File: src/rtl/acd_pkg.sv
package acd_pkg;

    // What a single line does in a given cycle.
    typedef enum logic [1:0] {
        OP_NONE = 2'd0,
        OP_HIT  = 2'd1,
        OP_FILL = 2'd2
    } lane_op_e;

endpackage

File: src/rtl/acd_decay_timer.sv
module acd_decay_timer #(
    parameter int CNT_W   = 21,
    parameter int DECAY_N = 200000
) (
    input  logic clk,
    input  logic rst,
    input  logic retire,
    output logic tick
);

    localparam logic [CNT_W-1:0] LAST = CNT_W'(DECAY_N - 1);

    typedef struct packed {
        logic [CNT_W-1:0] cnt;
    } tmr_t;

    tmr_t st_d, st_q;

    always_comb begin
        st_d = st_q;
        tick = retire && (st_q.cnt == LAST);
        if (retire) begin
            st_d.cnt = tick ? '0 : st_q.cnt + 1'b1;
        end
    end

    always_ff @(posedge clk) begin
        if (rst) begin
            st_q <= '0;
        end else begin
            st_q <= st_d;
        end
    end

endmodule

File: src/rtl/acd_score_lane.sv
module acd_score_lane
    import acd_pkg::*;
#(
    parameter int SCORE_W   = 16,
    parameter int WR_WEIGHT = 4,
    parameter int RD_WEIGHT = 1
) (
    input  lane_op_e           op,
    input  logic               is_write,
    input  logic               halve,
    input  logic [SCORE_W-1:0] score_q,
    input  logic               valid_q,
    input  logic               dirty_q,
    output logic [SCORE_W-1:0] score_d,
    output logic               valid_d,
    output logic               dirty_d
);

    localparam logic [SCORE_W:0]   WR_EXT = (SCORE_W + 1)'(WR_WEIGHT);
    localparam logic [SCORE_W:0]   RD_EXT = (SCORE_W + 1)'(RD_WEIGHT);
    localparam logic [SCORE_W-1:0] SMAX   = '1;

    logic [SCORE_W-1:0] base;
    logic [SCORE_W:0]   weight;
    logic [SCORE_W:0]   sum;
    logic [SCORE_W-1:0] bumped;
    logic [SCORE_W-1:0] fresh;

    always_comb begin
        base   = halve ? (score_q >> 1) : score_q;
        weight = is_write ? WR_EXT : RD_EXT;
        sum    = {1'b0, base} + weight;
        bumped = sum[SCORE_W] ? SMAX : sum[SCORE_W-1:0];
        fresh  = weight[SCORE_W] ? SMAX : weight[SCORE_W-1:0];

        score_d = base;
        valid_d = valid_q;
        dirty_d = dirty_q;
        unique case (op)
            OP_FILL: begin
                score_d = fresh;
                valid_d = 1'b1;
                dirty_d = is_write;
            end
            OP_HIT: begin
                if (valid_q) begin
                    score_d = bumped;
                    dirty_d = dirty_q | is_write;
                end
            end
            default: ;
        endcase
    end

endmodule

File: src/rtl/acd_min_finder.sv
module acd_min_finder #(
    parameter int WAYS    = 8,
    parameter int SCORE_W = 16,
    parameter int IDX_W   = $clog2(WAYS)
) (
    input  logic [WAYS-1:0]              valid,
    input  logic [WAYS-1:0][SCORE_W-1:0] score,
    output logic [IDX_W-1:0]             idx
);

    // Key: an invalid line ranks as zero, below every valid line.
    localparam int KEY_W = SCORE_W + 1;

    logic [KEY_W-1:0] key      [WAYS];
    logic [KEY_W-1:0] best_key;

    for (genvar g = 0; g < WAYS; g++) begin : g_key
        assign key[g] = valid[g] ? {1'b1, score[g]} : '0;
    end

    always_comb begin
        idx      = '0;
        best_key = key[0];
        for (int i = 1; i < WAYS; i++) begin
            if (key[i] < best_key) begin
                best_key = key[i];
                idx      = IDX_W'(i);
            end
        end
    end

endmodule

File: src/rtl/acd_repl_ctrl.sv
module acd_repl_ctrl
    import acd_pkg::*;
#(
    parameter int WAYS      = 8,
    parameter int SCORE_W   = 16,
    parameter int WR_WEIGHT = 4,
    parameter int RD_WEIGHT = 1,
    parameter int CNT_W     = 21,
    parameter int DECAY_N   = 200000,
    localparam int IDX_W    = $clog2(WAYS)
) (
    input  logic             clk,
    input  logic             rst,
    input  logic             acc_valid,
    input  logic             acc_fill,
    input  logic             acc_write,
    input  logic [IDX_W-1:0] acc_way,
    input  logic             retire,
    input  logic             vic_req,
    output logic [IDX_W-1:0] vic_way,
    output logic             vic_valid,
    output logic [WAYS-1:0]  line_dirty
);

    typedef struct packed {
        logic [WAYS-1:0][SCORE_W-1:0] score;
        logic [WAYS-1:0]              valid;
        logic [WAYS-1:0]              dirty;
        logic [IDX_W-1:0]             vic_way;
        logic                         vic_valid;
    } state_t;

    state_t st_d, st_q;

    logic                         decay_tick;
    lane_op_e                     lane_op    [WAYS];
    logic [WAYS-1:0][SCORE_W-1:0] lane_score;
    logic [WAYS-1:0]              lane_valid;
    logic [WAYS-1:0]              lane_dirty;
    logic [IDX_W-1:0]             min_idx;
    logic [WAYS-1:0]              line_valid;
    logic [WAYS-1:0][SCORE_W-1:0] line_score;

    acd_decay_timer #(
        .CNT_W  (CNT_W),
        .DECAY_N(DECAY_N)
    ) timer_i (
        .clk   (clk),
        .rst   (rst),
        .retire(retire),
        .tick  (decay_tick)
    );

    for (genvar g = 0; g < WAYS; g++) begin : g_lane
        assign lane_op[g] = (acc_valid && (acc_way == IDX_W'(g)))
                          ? (acc_fill ? OP_FILL : OP_HIT) : OP_NONE;

        acd_score_lane #(
            .SCORE_W  (SCORE_W),
            .WR_WEIGHT(WR_WEIGHT),
            .RD_WEIGHT(RD_WEIGHT)
        ) lane_i (
            .op      (lane_op[g]),
            .is_write(acc_write),
            .halve   (decay_tick),
            .score_q (st_q.score[g]),
            .valid_q (st_q.valid[g]),
            .dirty_q (st_q.dirty[g]),
            .score_d (lane_score[g]),
            .valid_d (lane_valid[g]),
            .dirty_d (lane_dirty[g])
        );
    end

    acd_min_finder #(
        .WAYS   (WAYS),
        .SCORE_W(SCORE_W),
        .IDX_W  (IDX_W)
    ) finder_i (
        .valid(st_q.valid),
        .score(st_q.score),
        .idx  (min_idx)
    );

    always_comb begin
        st_d           = st_q;
        st_d.score     = lane_score;
        st_d.valid     = lane_valid;
        st_d.dirty     = lane_dirty;
        st_d.vic_valid = vic_req;
        if (vic_req) begin
            st_d.vic_way = min_idx;
        end
    end

    always_ff @(posedge clk) begin
        if (rst) begin
            st_q <= '0;
        end else begin
            st_q <= st_d;
        end
    end

    assign vic_way    = st_q.vic_way;
    assign vic_valid  = st_q.vic_valid;
    assign line_dirty = st_q.dirty;
    assign line_valid = st_q.valid;
    assign line_score = st_q.score;

endmodule

File: config.mk
export PLATFORM = sky130hd
export DESIGN_NAME = acd_repl_ctrl
export DESIGN_NICKNAME = d
export VERILOG_FILES = /design/src/rtl/acd_pkg.sv /design/src/rtl/acd_decay_timer.sv /design/src/rtl/acd_score_lane.sv /design/src/rtl/acd_min_finder.sv /design/src/rtl/acd_repl_ctrl.sv
export SDC_FILE = /design/constraint.sdc
export NUM_CORES = 1
export LEC_CHECK = 0
export BUFFER_PORTS_ARGS = -buffer_cell sky130_fd_sc_hd__buf_2
export CORE_UTILIZATION = 50
export CTS_BUF_LIST = sky130_fd_sc_hd__clkbuf_4
export DETAILED_ROUTE_END_ITERATION = 16
export PLACE_DENSITY = 0.74
export SYNTH_ARGS = -nofsm -noshare
export SYNTH_HDL_FRONTEND = slang
export SYNTH_SLANG_ARGS = --single-unit
File: constraint.sdc
create_clock -name clk -period 40.5 [get_ports clk]
set_input_delay 2.025 -clock clk [delete_from_list [all_inputs] [get_ports clk]]
set_output_delay 2.025 -clock clk [all_outputs]
set_load 0.05 [all_outputs]
== Word level (Yosys, flattened, before mapping) ==
Index checks and enable logic that the tools add are counted.
Operators by class
  $mul: 0
  div/mod/pow operators: 0
  shift operators: 0
  multiplexer cells: 81
  add/sub/neg operators: 9
  $lt $le $gt $ge: 7
  reduce and logical (&&, ||, !) cells: 26
  bitwise operators: 8
  equal/unequal tests: 32
Operator list (number)
  $mux 16: 25
  $pmux 16 s2: 8
  $mux 17: 14
  $lt 17x17->1: 7
  $add 16x17->17: 6
  $add 16x3->17: 2
  $mux 2: 11
  $add 21x1->21 const B: 1
  $eq 21x18->1 const B: 1
  $mux 21: 1
  $eq 2x1->1 const B: 8
  $eq 2x2->1 const B: 8
  $ne 2x2->1 const B: 8
  $pmux 1 s2: 8
  $reduce_and 2->1: 8
  $reduce_bool 2->1: 8
  $mux 3: 5
  $eq 3x3->1 const B: 4
  $logic_and 1x1->1: 9
  $mux 1: 9
  $or 1x1->1: 8
  $eq 3x2->1 const B: 2
  $eq 3x1->1 const B: 1
  $logic_not 3->1: 1
Word-level totals
  latch bits: 0
  memories kept: 0
  ROM bits: 0
  logic and storage cells: 190
  register bits after elaboration: 169
  input bits: 10
  output and inout port bits: 12
  memory bits (writable): 0

== Longest topological paths before layout ==
Gate-level depths: netlist of run 1.
  depth after elaboration: 15
  gate-level depth with buffers: 97
  gate-level depth less buffers: 84

== By module ==
Synthesis of run 1 repeated with hierarchy kept, for this count alone.
Second synthesis, totals
  cells, all modules: 2281
  area, all modules: 17570.6 sq um
By module, submodules not included
  acd_score_lane at g_lane[0].lane_i ...: area an instance 955.9 sq um, seq. area each 0.0 sq um, times used 7, cells each 140
  acd_min_finder: area an instance 4835.9 sq um, seq. area each 0.0 sq um, times used 1, cells each 715
  acd_repl_ctrl: area an instance 4106.4 sq um, seq. area each 2962.8 sq um, times used 1, cells each 338
  acd_decay_timer: area an instance 1059.8 sq um, seq. area each 420.4 sq um, times used 1, cells each 124
  acd_score_lane at g_lane[7].lane_i: area an instance 877.1 sq um, seq. area each 0.0 sq um, times used 1, cells each 124

== Worst setup path after synthesis of run 1 ==
Ideal clock, no wire load.
  kind: flip-flop to flip-flop
  start point: register st_q, in the netlist line_valid[0]
  end point: register st_q, in the netlist vic_way[1]
  arrival: 15.656 ns
  setup time: 0.091 ns
  path buffers: 14
  stages on the path, launching flop included: 96
  required time: 40.409 ns
  slack: 24.753 ns
  clock period less this slack: 15.747 ns
  cells stage by stage: dfxtp_1 -> buf_4 -> clkbuf_1 -> buf_1 -> nand2_1 -> ha_1 -> and4_4 -> and4_4 -> a31oi_4 -> a21o_1 -> nand3_1 -> clkbuf_1 -> clkbuf_1 -> nor2b_1 -> a31oi_1 -> ha_1 -> nand2_1 -> a21o_1 -> (+60 left out) -> nor3_1 -> a211oi_2 -> buf_6 -> mux2_1 -> ha_1 -> a21o_1 -> a21o_1 -> a21oi_1 -> nor2b_1 -> o21ai_0 -> nand2b_1 -> a21oi_1 -> nor2b_1 -> o21ai_0 -> o211ai_1 -> a22oi_1 -> o21ai_1 -> a311oi_1
On the way
  cells in the longest elaborated chain, start to end: 15
  elaborated cells on any way between the ends: 20
  those cells by class: order compare (7); mux (13)
Ends and longest elaborated chain
  from (decl): RTL line acd_repl_ctrl.sv:33  | state_t st_d, st_q;
  from (signal assigned): RTL line acd_repl_ctrl.sv:100  | st_q <= st_d;
  $mux 17 *: RTL line acd_min_finder.sv:18  | assign key[g] = valid[g] ? {1'b1, score[g]} : '0;
  $lt 17x17->1: RTL line acd_min_finder.sv:25  | if (key[i] < best_key) begin
  $mux 17 *: RTL line acd_min_finder.sv:25
  $lt 17x17->1: RTL line acd_min_finder.sv:25
  $mux 17: RTL line acd_min_finder.sv:25
  $lt 17x17->1: RTL line acd_min_finder.sv:25
  $mux 17: RTL line acd_min_finder.sv:25
  $lt 17x17->1: RTL line acd_min_finder.sv:25
  $mux 17: RTL line acd_min_finder.sv:25
  $lt 17x17->1: RTL line acd_min_finder.sv:25
  $mux 17: RTL line acd_min_finder.sv:25
  $lt 17x17->1: RTL line acd_min_finder.sv:25
  $mux 17: RTL line acd_min_finder.sv:25
  $lt 17x17->1: RTL line acd_min_finder.sv:25
  $mux 3 *: RTL line acd_min_finder.sv:25
Every way passes the cells marked *; elsewhere a longest branch is shown, timed or not.
A chain may end at the register's enable or synchronous reset.

== Worst setup path in the final report of run 1 ==
  start point: register st_q, in the netlist line_valid[1]
  end point: register st_q, in the netlist vic_way[1]
The elaborated chain is that of the path after synthesis.

==> flow_summary.json, run 1 <==
{
  "p_leak_uw": 0.00635,
  "share_comb_of_total_power_pct": 20.8,
  "drv_cap": 0,
  "slew_viol_final": 0,
  "async_reset_ff_share_pct": 0,
  "r2r_start": "line_valid[1]$_SDFFE_PP0P_",
  "synth_seq_area_share_pct": 21.6,
  "fin_crit_sh_pct": 44.2,
  "place_inst": 2547,
  "drive_gt1_share_pct": 5.96,
  "synthCells": 2245,
  "insertion_delay_ns": 0.71,
  "synth_flop_cell": "dfxtp_1",
  "clk_pin_slew_worst_paths_ns": 0.20,
  "grt_use_met1_pct": 43.6,
  "outcome": "finished clean",
  "max_freq_mhz": 55.9,
  "die_area_mm2": 0.0320,
  "clock_tree.root_cell": "clkbuf_4",
  "num_vias": 16656,
  "grt_overflow": 0,
  "dp_hpwl_um": 34900,
  "synth_top_cell_by_area": "dfxtp_1",
  "finalPower_uw": 354,
  "setup_violations": 0,
  "post_cts_buffers": 0,
  "drc_errors": 0,
  "synth_top_area_share_pct": 21.6,
  "cts_buffer_depth": 2,
  "grt_max_degree": 65,
  "finalClockSkew_ns": 0.0429,
  "power_frac_seq_pct": 48.1,
  "globalplace.congestion": 0.967,
  "htreeDepth": 4,
  "cp-end-kind": "flop",
  "drt.antenna.violating_nets": 0,
  "start_util_pct": 51.1,
  "cts_tree": "yes",
  "use_met2_pct": 46.4,
  "reg2reg_depth": 74,
  "relSlewSlack_pct": 20.0,
  "cp_max_fo": 38,
  "period_needed_ns": 17.89,
  "yosysWarnings": 0,
  "avgRoutedWirePerCell_um": 18.8,
  "antenna_found_initial": 2,
  "crit_top_cell": "a21oi_1",
  "first_iter_violations": 1620,
  "crit_required_ns": 41.12,
  "fillCellCount": 3032,
  "synth_area_mm2": 0.0157,
  "synthTopCellsByArea": "dfxtp_1, ha_1, nand2_1",
  "fin_area_mm2": 0.0162,
  "core_mm2": 0.0307,
  "p_sw_uw": 128,
  "port_buffers": 21,
  "wl_um": 48600,
  "p_clk_share_pct": 31.1,
  "crit_slowest_cell": "dfxtp_1",
  "postPlaceCellArea_mm2": 0.0159,
  "post_cts_resized": 0,
  "tightest_slew_ns": 1.19,
  "hp-class": "flop to flop",
  "cellPowerDensity_mw_per_mm2": 21.9,
  "top_usage_layer": "met2",
  "grt_usage_pct": 30.6,
  "r2r-end": "vic_way[1]$_SDFFE_PP0P_",
  "avgSynthCellArea_um2": 6.98,
  "area_growth_syn_to_layout_pct": 3.24,
  "worstHoldEndpoint": "line_dirty[4]$_SDFFE_PP0P_",
  "cts_buffers": 17,
  "power.internal_uw": 226,
  "regToRegSetupSlack_ns": 22.61,
  "hp-start": "line_dirty[4]$_SDFFE_PP0P_",
  "die_h_um": 179,
  "drtPass1Iterations": 6,
  "netSwitchingFraction_pct": 36.2,
  "grt_use_met3_pct": 4.16,
  "tns_ns": 0,
  "holdPathStages": 2,
  "grt_pass1_wl_um": 78700,
  "crit_arrival_ns": 18.51,
  "via_per_inst": 6.45,
  "crit_type": "flop to flop",
  "cp_slowest_stage_delay_ns": 0.91,
  "io_pins": 22,
  "finalHoldViolCount": 0,
  "grt_pass1_vias": 15300,
  "cts.sinks": 169,
  "synth_edf_count": 0,
  "cts_hold_buffers": 0,
  "peakVddDrop_v": 0.0000192,
  "syn-num-nets": 2387,
  "start_kind": "flop",
  "fin_cells": 2582,
  "netlist-cell-type-count": 84,
  "dieWidth_um": 179,
  "fin_nets": 2312,
  "rsz0062_at_grt": "no",
  "row_count": 64,
  "ys_seq_elements": 169
}
## stage by stage
step / hold WS [ns] / util (%) / setup WS [ns]
after floorplan: 0.432 / - / 24.75
final: 0.470 / 52.7 / 22.61
after global placement: 0.442 / 51.8 / 23.62
after global routing: 0.513 / 52.7 / 21.03
after detailed placement: 0.449 / 51.8 / 23.00
after CTS: 0.471 / 52.7 / 22.94
## power groups by stage
stage	clock, uW	sequential, uW	combinational (uW)
detailed placement	0	174	71.4
finish	110	171	73.6
CTS	111	171	71.8
global placement	0	174	70.3
global route	118	171	79.2
floorplan	0	176	54.8
## flip-flops by register name, summed over array words and instances (netlist names)
name / flops
line_score: 128
timer_i.st_q: 21
line_dirty: 8
line_valid: 8
vic_way: 3
vic_valid: 1
## worst max path at each step
stage	from	end	slack, ns	cells past startpoint
after floorplan	line_valid[0]$_SDFFE_PP0P_	vic_way[1]$_SDFFE_PP0P_	24.75	95
after global placement	line_valid[1]$_SDFFE_PP0P_	vic_way[1]$_SDFFE_PP0P_	23.62	74
after detailed placement	line_valid[1]$_SDFFE_PP0P_	vic_way[1]$_SDFFE_PP0P_	23.00	74
after CTS	line_valid[1]$_SDFFE_PP0P_	vic_way[1]$_SDFFE_PP0P_	22.94	74
after global routing	line_valid[1]$_SDFFE_PP0P_	vic_way[1]$_SDFFE_PP0P_	21.03	76
final	line_valid[1]$_SDFFE_PP0P_	vic_way[1]$_SDFFE_PP0P_	22.61	74
## synth_stat cells (17+ instances only)
library cell  instances
a31oi_1              31
a211oi_1             35
nand2_1             371
ha_1                132
inv_1                44
o21ai_0             154
dfxtp_1             169
a221oi_1             25
a21o_1               28
nor3_1               65
clkbuf_1            105
mux2i_1              46
a21oi_1             228
nor2b_1              31
nand3_1              70
nand4_1              42
a21boi_0             20
xor2_1               20
or3_1                18
o31ai_1              17
and2_1              105
nand2b_1             18
and3_1               24
a311oi_1             33
nor2_1              211
## layout make-up
| type | count | area [um^2] | area share (%) |
|---|---|---|---|
| diodes | 3 | 7.51 | 0.0464 |
| clock buffers | 18 | 135 | 0.835 |
| clock inverters | 14 | 155 | 0.959 |
| inverters | 44 | 165 | 1.02 |
| multi-input cells | 1895 | 11600 | 71.5 |
| flip-flops and latches | 169 | 3380 | 20.9 |
| well taps | 396 | 495 | 3.06 |
| repair buffers | 43 | 273 | 1.69 |
## layout by cell type (no fill, tap or decap), types with 5 or more instances in the layout
cell / n
xor2_1: 20
nand2_1: 371
a21boi_0: 20
and2_1: 105
nor3b_1: 5
mux2_2: 13
or2_2: 8
mux2i_1: 46
nor2_1: 211
o22ai_1: 16
a21o_1: 28
o21a_1: 6
a21oi_1: 228
a221oi_1: 25
dfxtp_1: 169
and4_1: 7
a311oi_1: 33
nor4_1: 6
o211ai_1: 16
or3_1: 17
nor2b_1: 31
o21ai_0: 154
inv_1: 43
buf_4: 23
nor3_1: 61
nand3_1: 70
and3b_1: 5
ha_1: 132
clkbuf_4: 18
o21ai_1: 6
a211oi_1: 35
buf_2: 20
nand4_1: 42
and3_1: 24
nand2b_1: 18
a31oi_1: 31
o31ai_1: 17
## layer usage
metal  wire length [um]  up-vias
li1                   -     8014
met1              22600     7797
met2              20900      752
met3               4030       93
met4               1150        0
met5                  0        -
## critical path, delay by kind of cell, from the launching register on
family                     cells  cell delay (ns)
DFF                            1             0.91
and+or+nand+nor               19             3.47
buffers and inverters          1             0.08
muxes                          1             0.39
AOI/OAI and AO/OA             45            10.32
adders and majority gates      8             2.56
## cell families (layout without fill, tap and decap cells)
family / after synthesis / after routing / synth area share [%]
AO/OA/AOI/OAI: 669 / 669 / 27.0
XOR/XNOR: 24 / 24 / 1.34
adder cells (fa/ha/maj): 134 / 134 / 10.7
buffers and inverters: 181 / 119 / 4.82
flip-flops: 169 / 169 / 21.6
multiplexers: 66 / 66 / 4.45
other: 0 / 3 / 0
AND/OR/NAND/NOR: 1002 / 1002 / 30.1
(Power assumes the default switching activity.)
==> run 2, diff against run 1 <==
- ABC_AREA: not set -> 1
- clock period: 40.5 -> 17.3 ns (I/O delays scaled with it)
==> run 2 against run 1 <==
  * Wire length fell by 2.1%
  * Area after synthesis rose by 1.9%
  * Final area rose by 2.1%
  * Final cell count rose by 19%
  * Largest power group is now combinational logic
==> flow_summary.json, run 2 <==
{
  "outcome": "finished clean",
  "dp_hpwl_um": 35800,
  "cp-end-kind": "flop",
  "yosysMostFrequentCell": "nand2_1",
  "grt_pass1_wl_um": 78000,
  "crit_type": "flop to flop",
  "crit_top_cell": "a21oi_1",
  "antenna_found_initial": 1,
  "drt.antenna.violating_nets": 0,
  "die_area_mm2": 0.0326,
  "row_count": 65,
  "synth_edf_count": 0,
  "drive_gt1_share_pct": 5.01,
  "crit_required_ns": 17.90,
  "postPlaceCellArea_mm2": 0.0162,
  "setup_ws_ns": 2.19,
  "p_leak_uw": 0.00800,
  "layout_common_cells": "nand2_1, inv_1, o21ai_0",
  "drtPass1Iterations": 6,
  "first_iter_violations": 1376,
  "port_buffers": 21,
  "syn-num-nets": 2864,
  "largest_register_ffs": 128,
  "clk_pin_slew_worst_paths_ns": 0.16,
  "peakVddDrop_v": 0.0000676,
  "grt_usage_pct": 29.2,
  "clock_tree.root_cell": "clkbuf_4",
  "synth_flop_cell": "dfxtp_1",
  "synth_top_cell_by_area": "dfxtp_1",
  "fillCellCount": 3276,
  "cts.sinks": 169,
  "via_per_inst": 5.57,
  "crit_slowest_cell": "a2111oi_0",
  "drc_errors": 0,
  "rsz0062_at_grt": "no",
  "cp_max_fo": 36,
  "place_inst": 3044,
  "finalHoldViolCount": 0,
  "grt_overflow": 0,
  "cts_tree": "yes",
  "cts_buffer_depth": 2,
  "post_cts_resized": 0,
  "num_vias": 17158,
  "avgRoutedWirePerCell_um": 15.5,
  "area_growth_syn_to_layout_pct": 3.50,
  "grt_pass1_vias": 15650,
  "dp_slack_ns": 2.64,
  "yosysWarnings": 0,
  "finalClockSkew_ns": 0.0284,
  "io_pins": 22,
  "start_kind": "flop",
  "max_freq_mhz": 66.2,
  "period_needed_ns": 15.11,
  "dieWidth_um": 181,
  "fin_area_mm2": 0.0165,
  "drv_cap": 0,
  "synth_top_area_share_pct": 21.2,
  "tightest_slew_ns": 1.22,
  "holdPathStages": 2,
  "synth_common_cells": "nand2_1, inv_1, o21ai_0",
  "cts_hold_buffers": 0,
  "insertion_delay_ns": 0.66,
  "tns_ns": 0,
  "synth_area_mm2": 0.0160,
  "core_mm2": 0.0315,
  "grt_max_degree": 91,
  "synthTopCellsByArea": "dfxtp_1, nand2_1, ha_1",
  "netlist-cell-type-count": 45,
  "start_util_pct": 50.7,
  "async_reset_ff_share_pct": 0,
  "crit_arrival_ns": 15.71,
  "avgSynthCellArea_um2": 5.86,
  "htreeDepth": 4,
  "die_h_um": 181,
  "fin_cells": 3078,
  "post_cts_buffers": 0,
  "wl_um": 47600,
  "relSlewSlack_pct": 16.5,
  "hp-class": "flop to flop",
  "ys_seq_elements": 169,
  "reg2reg_depth": 58,
  "globalplace.congestion": 0.945,
  "synthCells": 2722,
  "fin_crit_sh_pct": 87.3,
  "setup_violations": 0,
  "slew_viol_final": 0,
  "final_common_cell": "nand2_1",
  "cp_slowest_stage_delay_ns": 0.96,
  "fin_nets": 2803,
  "cellPowerDensity_mw_per_mm2": 75.9,
  "synth_seq_area_share_pct": 21.2,
  "cts_buffers": 17
}
## run 2: logic make-up (layout without fill, tap and decap cells)
family	Yosys count	after routing	synth area share [%]
buffers and inverters	481	433	11.5
AO/OA/AOI/OAI	564	564	19.3
XOR/XNOR	61	61	3.35
AND/OR/NAND/NOR	1310	1310	33.9
flip-flops	169	169	21.2
other	0	2	0
adder cells (fa/ha/maj)	132	132	10.3
multiplexers	5	5	0.314
## run 2: worst paths after layout
path,start,to,slack (ns)
hold reg to reg,timer_i.st_q[15]$_SDFFE_PP0P_,timer_i.st_q[15]$_SDFFE_PP0P_,0.47
hold / removal,timer_i.st_q[15]$_SDFFE_PP0P_,timer_i.st_q[15]$_SDFFE_PP0P_,0.47
setup reg to reg,line_valid[0]$_SDFFE_PP0P_,vic_way[2]$_SDFFE_PP0P_,2.19
setup / recovery,line_valid[0]$_SDFFE_PP0P_,vic_way[2]$_SDFFE_PP0P_,2.19
## run 2: per-layer routing
layer	GRT usage (%)	up-vias	wire (um)
met5	0	-	0
met4	9.44	0	1060
met3	3.13	59	3220
met2	47.0	527	21200
met1	40.6	7877	22100
li1	-	8695	-
## run 2: critical path: cells and delay by family, from the launching register on
kind | cells | cell delay [ns]
flops | 1 | 0.79
fa+ha+maj | 7 | 2.37
buf+inv | 1 | 0.35
compound gates | 27 | 6.34
simple gates | 23 | 5.14
## run 2: layout make-up
type	instances	area (um^2)	area share (%)
diodes	2	5.00	0.0303
clock buffers	17	128	0.773
clock inverters	15	189	1.14
inverters	372	1400	8.45
multi-input cells	2072	10700	65.1
flip-flops and latches	169	3380	20.5
well taps	402	503	3.04
repair buffers	29	168	1.02
## run 2: report_power, final
| part | switching, uW | internal (uW) |
|---|---|---|
| Combinational | 406 | 180 |
| Clock | 168 | 103 |
| Sequential | 3.60 | 392 |
## run 2: per-stage QoR
step | total power [uW] | utilization (%) | hold slack [ns]
after floorplan | 842 | - | 0.434
after global placement | 974 | 51.5 | 0.449
after detailed placement | 979 | 51.5 | 0.454
after CTS | 1250 | 52.5 | 0.417
after global routing | 1360 | 52.5 | 0.447
final | 1250 | 52.5 | 0.470
==> run 3, diff against run 2 <==
- CELL_PAD_IN_SITES_DETAIL_PLACEMENT: not set -> 0
- CELL_PAD_IN_SITES_GLOBAL_PLACEMENT: not set -> 2
- CORE_UTILIZATION: 50 -> 38
- PLACE_DENSITY: 0.74 -> 0.95
- clock period: 17.3 -> 19.6 ns (I/O delays scaled with it)
==> run 3 against run 2 <==
  * Sequential power decreased by 12%
  * Final area increased by 0.92%
  * Global-route usage decreased by 5.1 points
  * Non-clock buffer count is 3 higher
  * Combinational power down 12%
  * Largest cell class unchanged
  * Final cell count is 4.3% higher
==> flow_summary.json, run 3 (synthesis results as in run 2) <==
{
  "drive_gt1_share_pct": 5.08,
  "insertion_delay_ns": 0.79,
  "layout_common_cells": "nand2_1, inv_1, o21ai_0",
  "clk_pin_slew_worst_paths_ns": 0.19,
  "slew_viol_final": 0,
  "cts.sinks": 169,
  "fin_nets": 2806,
  "crit_slowest_cell": "a2111oi_0",
  "io_pins": 22,
  "core_mm2": 0.0411,
  "netSwitchingFraction_pct": 47.8,
  "crit_arrival_ns": 15.44,
  "holdWs_ns": 0.403,
  "die_area_mm2": 0.0428,
  "first_iter_violations": 1150,
  "p_leak_uw": 0.00801,
  "grt_pass1_wl_um": 81100,
  "drc_errors": 0,
  "crit_top_cell": "a21oi_1",
  "finalClockSkew_ns": 0.0452,
  "cts_tree": "yes",
  "dieWidth_um": 207,
  "cp_slowest_stage_delay_ns": 0.90,
  "cp-end-kind": "flop",
  "post_cts_buffers": 0,
  "fillCellCount": 4536,
  "avgRoutedWirePerCell_um": 15.6,
  "antenna_found_initial": 1,
  "max_freq_mhz": 67.8,
  "power.internal_uw": 570,
  "start_util_pct": 38.8,
  "cts_hold_buffers": 0,
  "grt_usage_pct": 24.1,
  "cp_max_fo": 36,
  "hp-class": "input pin to flop",
  "rsz0062_at_grt": "no",
  "power_frac_seq_pct": 32.0,
  "wl_um": 50100,
  "port_buffers": 21,
  "dp_hpwl_um": 37600,
  "area_growth_syn_to_layout_pct": 4.45,
  "drv_cap": 0,
  "post_cts_resized": 0,
  "tns_ns": 0,
  "grt_overflow": 0,
  "finalHoldViolCount": 0,
  "peakVddDrop_v": 0.0000668,
  "num_vias": 16756,
  "drt.antenna.violating_nets": 0,
  "final_common_cell": "nand2_1",
  "globalplace.congestion": 0.895,
  "row_count": 74,
  "cts_buffers": 17,
  "grt_pass1_vias": 15603,
  "start_kind": "flop",
  "postPlaceCellArea_mm2": 0.0164,
  "relSlewSlack_pct": 22.2,
  "crit_type": "flop to flop",
  "fin_crit_sh_pct": 75.2,
  "p_sw_uw": 521,
  "clock_tree.root_cell": "clkbuf_4",
  "fin_area_mm2": 0.0167,
  "via_per_inst": 5.22,
  "setup_violations": 0,
  "tightest_slew_ns": 1.14,
  "drtPass1Iterations": 7,
  "die_h_um": 207,
  "cellPowerDensity_mw_per_mm2": 65.5,
  "grt_max_degree": 72,
  "cts_buffer_depth": 2,
  "crit_required_ns": 20.30,
  "htreeDepth": 4,
  "share_comb_of_total_power_pct": 47.2,
  "p_clk_share_pct": 20.9,
  "largest_register_ffs": 128,
  "outcome": "finished clean",
  "period_needed_ns": 14.74
}
==> run 3: cell count changes in the layout (fill, tap and decap cells not counted), moves of 2 or more <==
cell / change
buf_4: +3
bufinv_16: -2
clkinvlp_4: -2
inv_6: +2
==> run 3: power by group through the flow <==
stage | registers [uW] | clock network [uW] | logic, uW
global placement | 356 | 0 | 502
detailed placement | 356 | 0 | 505
CTS | 349 | 240 | 507
finish | 349 | 228 | 515
global route | 350 | 249 | 589
floorplan | 357 | 0 | 386
==> run 3: worst paths after layout <==
check,to,start,depth (start not counted),slack (ns)
worst max-delay path,vic_way[2]$_SDFFE_PP0P_,line_valid[0]$_SDFFE_PP0P_,59,4.86
worst min-delay path,line_score[93]$_SDFF_PP0_,rst,2,0.40
worst max register to register,vic_way[2]$_SDFFE_PP0P_,line_valid[0]$_SDFFE_PP0P_,59,4.86
worst min register to register,timer_i.st_q[15]$_SDFFE_PP0P_,timer_i.st_q[15]$_SDFFE_PP0P_,2,0.47
==> run 3: per-stage QoR <==
stage               cells  total power, uW  worst slack (ns)  utilization [%]
floorplan            2722              743              8.33                -
global placement     3177              859              5.64             39.8
detailed placement   3177              861              5.09             39.8
CTS                  3209             1100              5.00             40.5
global route         3210             1190              2.80             40.5
finish               3210             1090              4.86             40.5
==> run 3: worst max-delay path, delay by kind of cell (launching register included) <==
family          cells  cell delay [ns]
simple gates       22             5.26
fa+ha+maj           7             2.19
flops               1             0.80
compound gates     28             5.92
buf+inv             2             0.42
==> run 3: metal layers <==
| metal | track usage (%) | up-vias | share of wire, % |
|---|---|---|---|
| met4 | 8.32 | 0 | 2.2 |
| met2 | 36.6 | 366 | 43 |
| li1 | - | 8713 | - |
| met5 | 0 | - | 0 |
| met1 | 33.9 | 7607 | 50 |
| met3 | 4.57 | 70 | 5.3 |
==> run 3: area by class of cell <==
type	count	area [um^2]	area share [%]
antenna	1	2.50	0.0150
clock buffer	17	128	0.766
clock inverter	15	158	0.946
inverter	372	1400	8.38
multi-input combinational	2072	10700	64.5
sequential	169	3380	20.3
tap	532	666	3.99
timing repair buffer	32	190	1.14
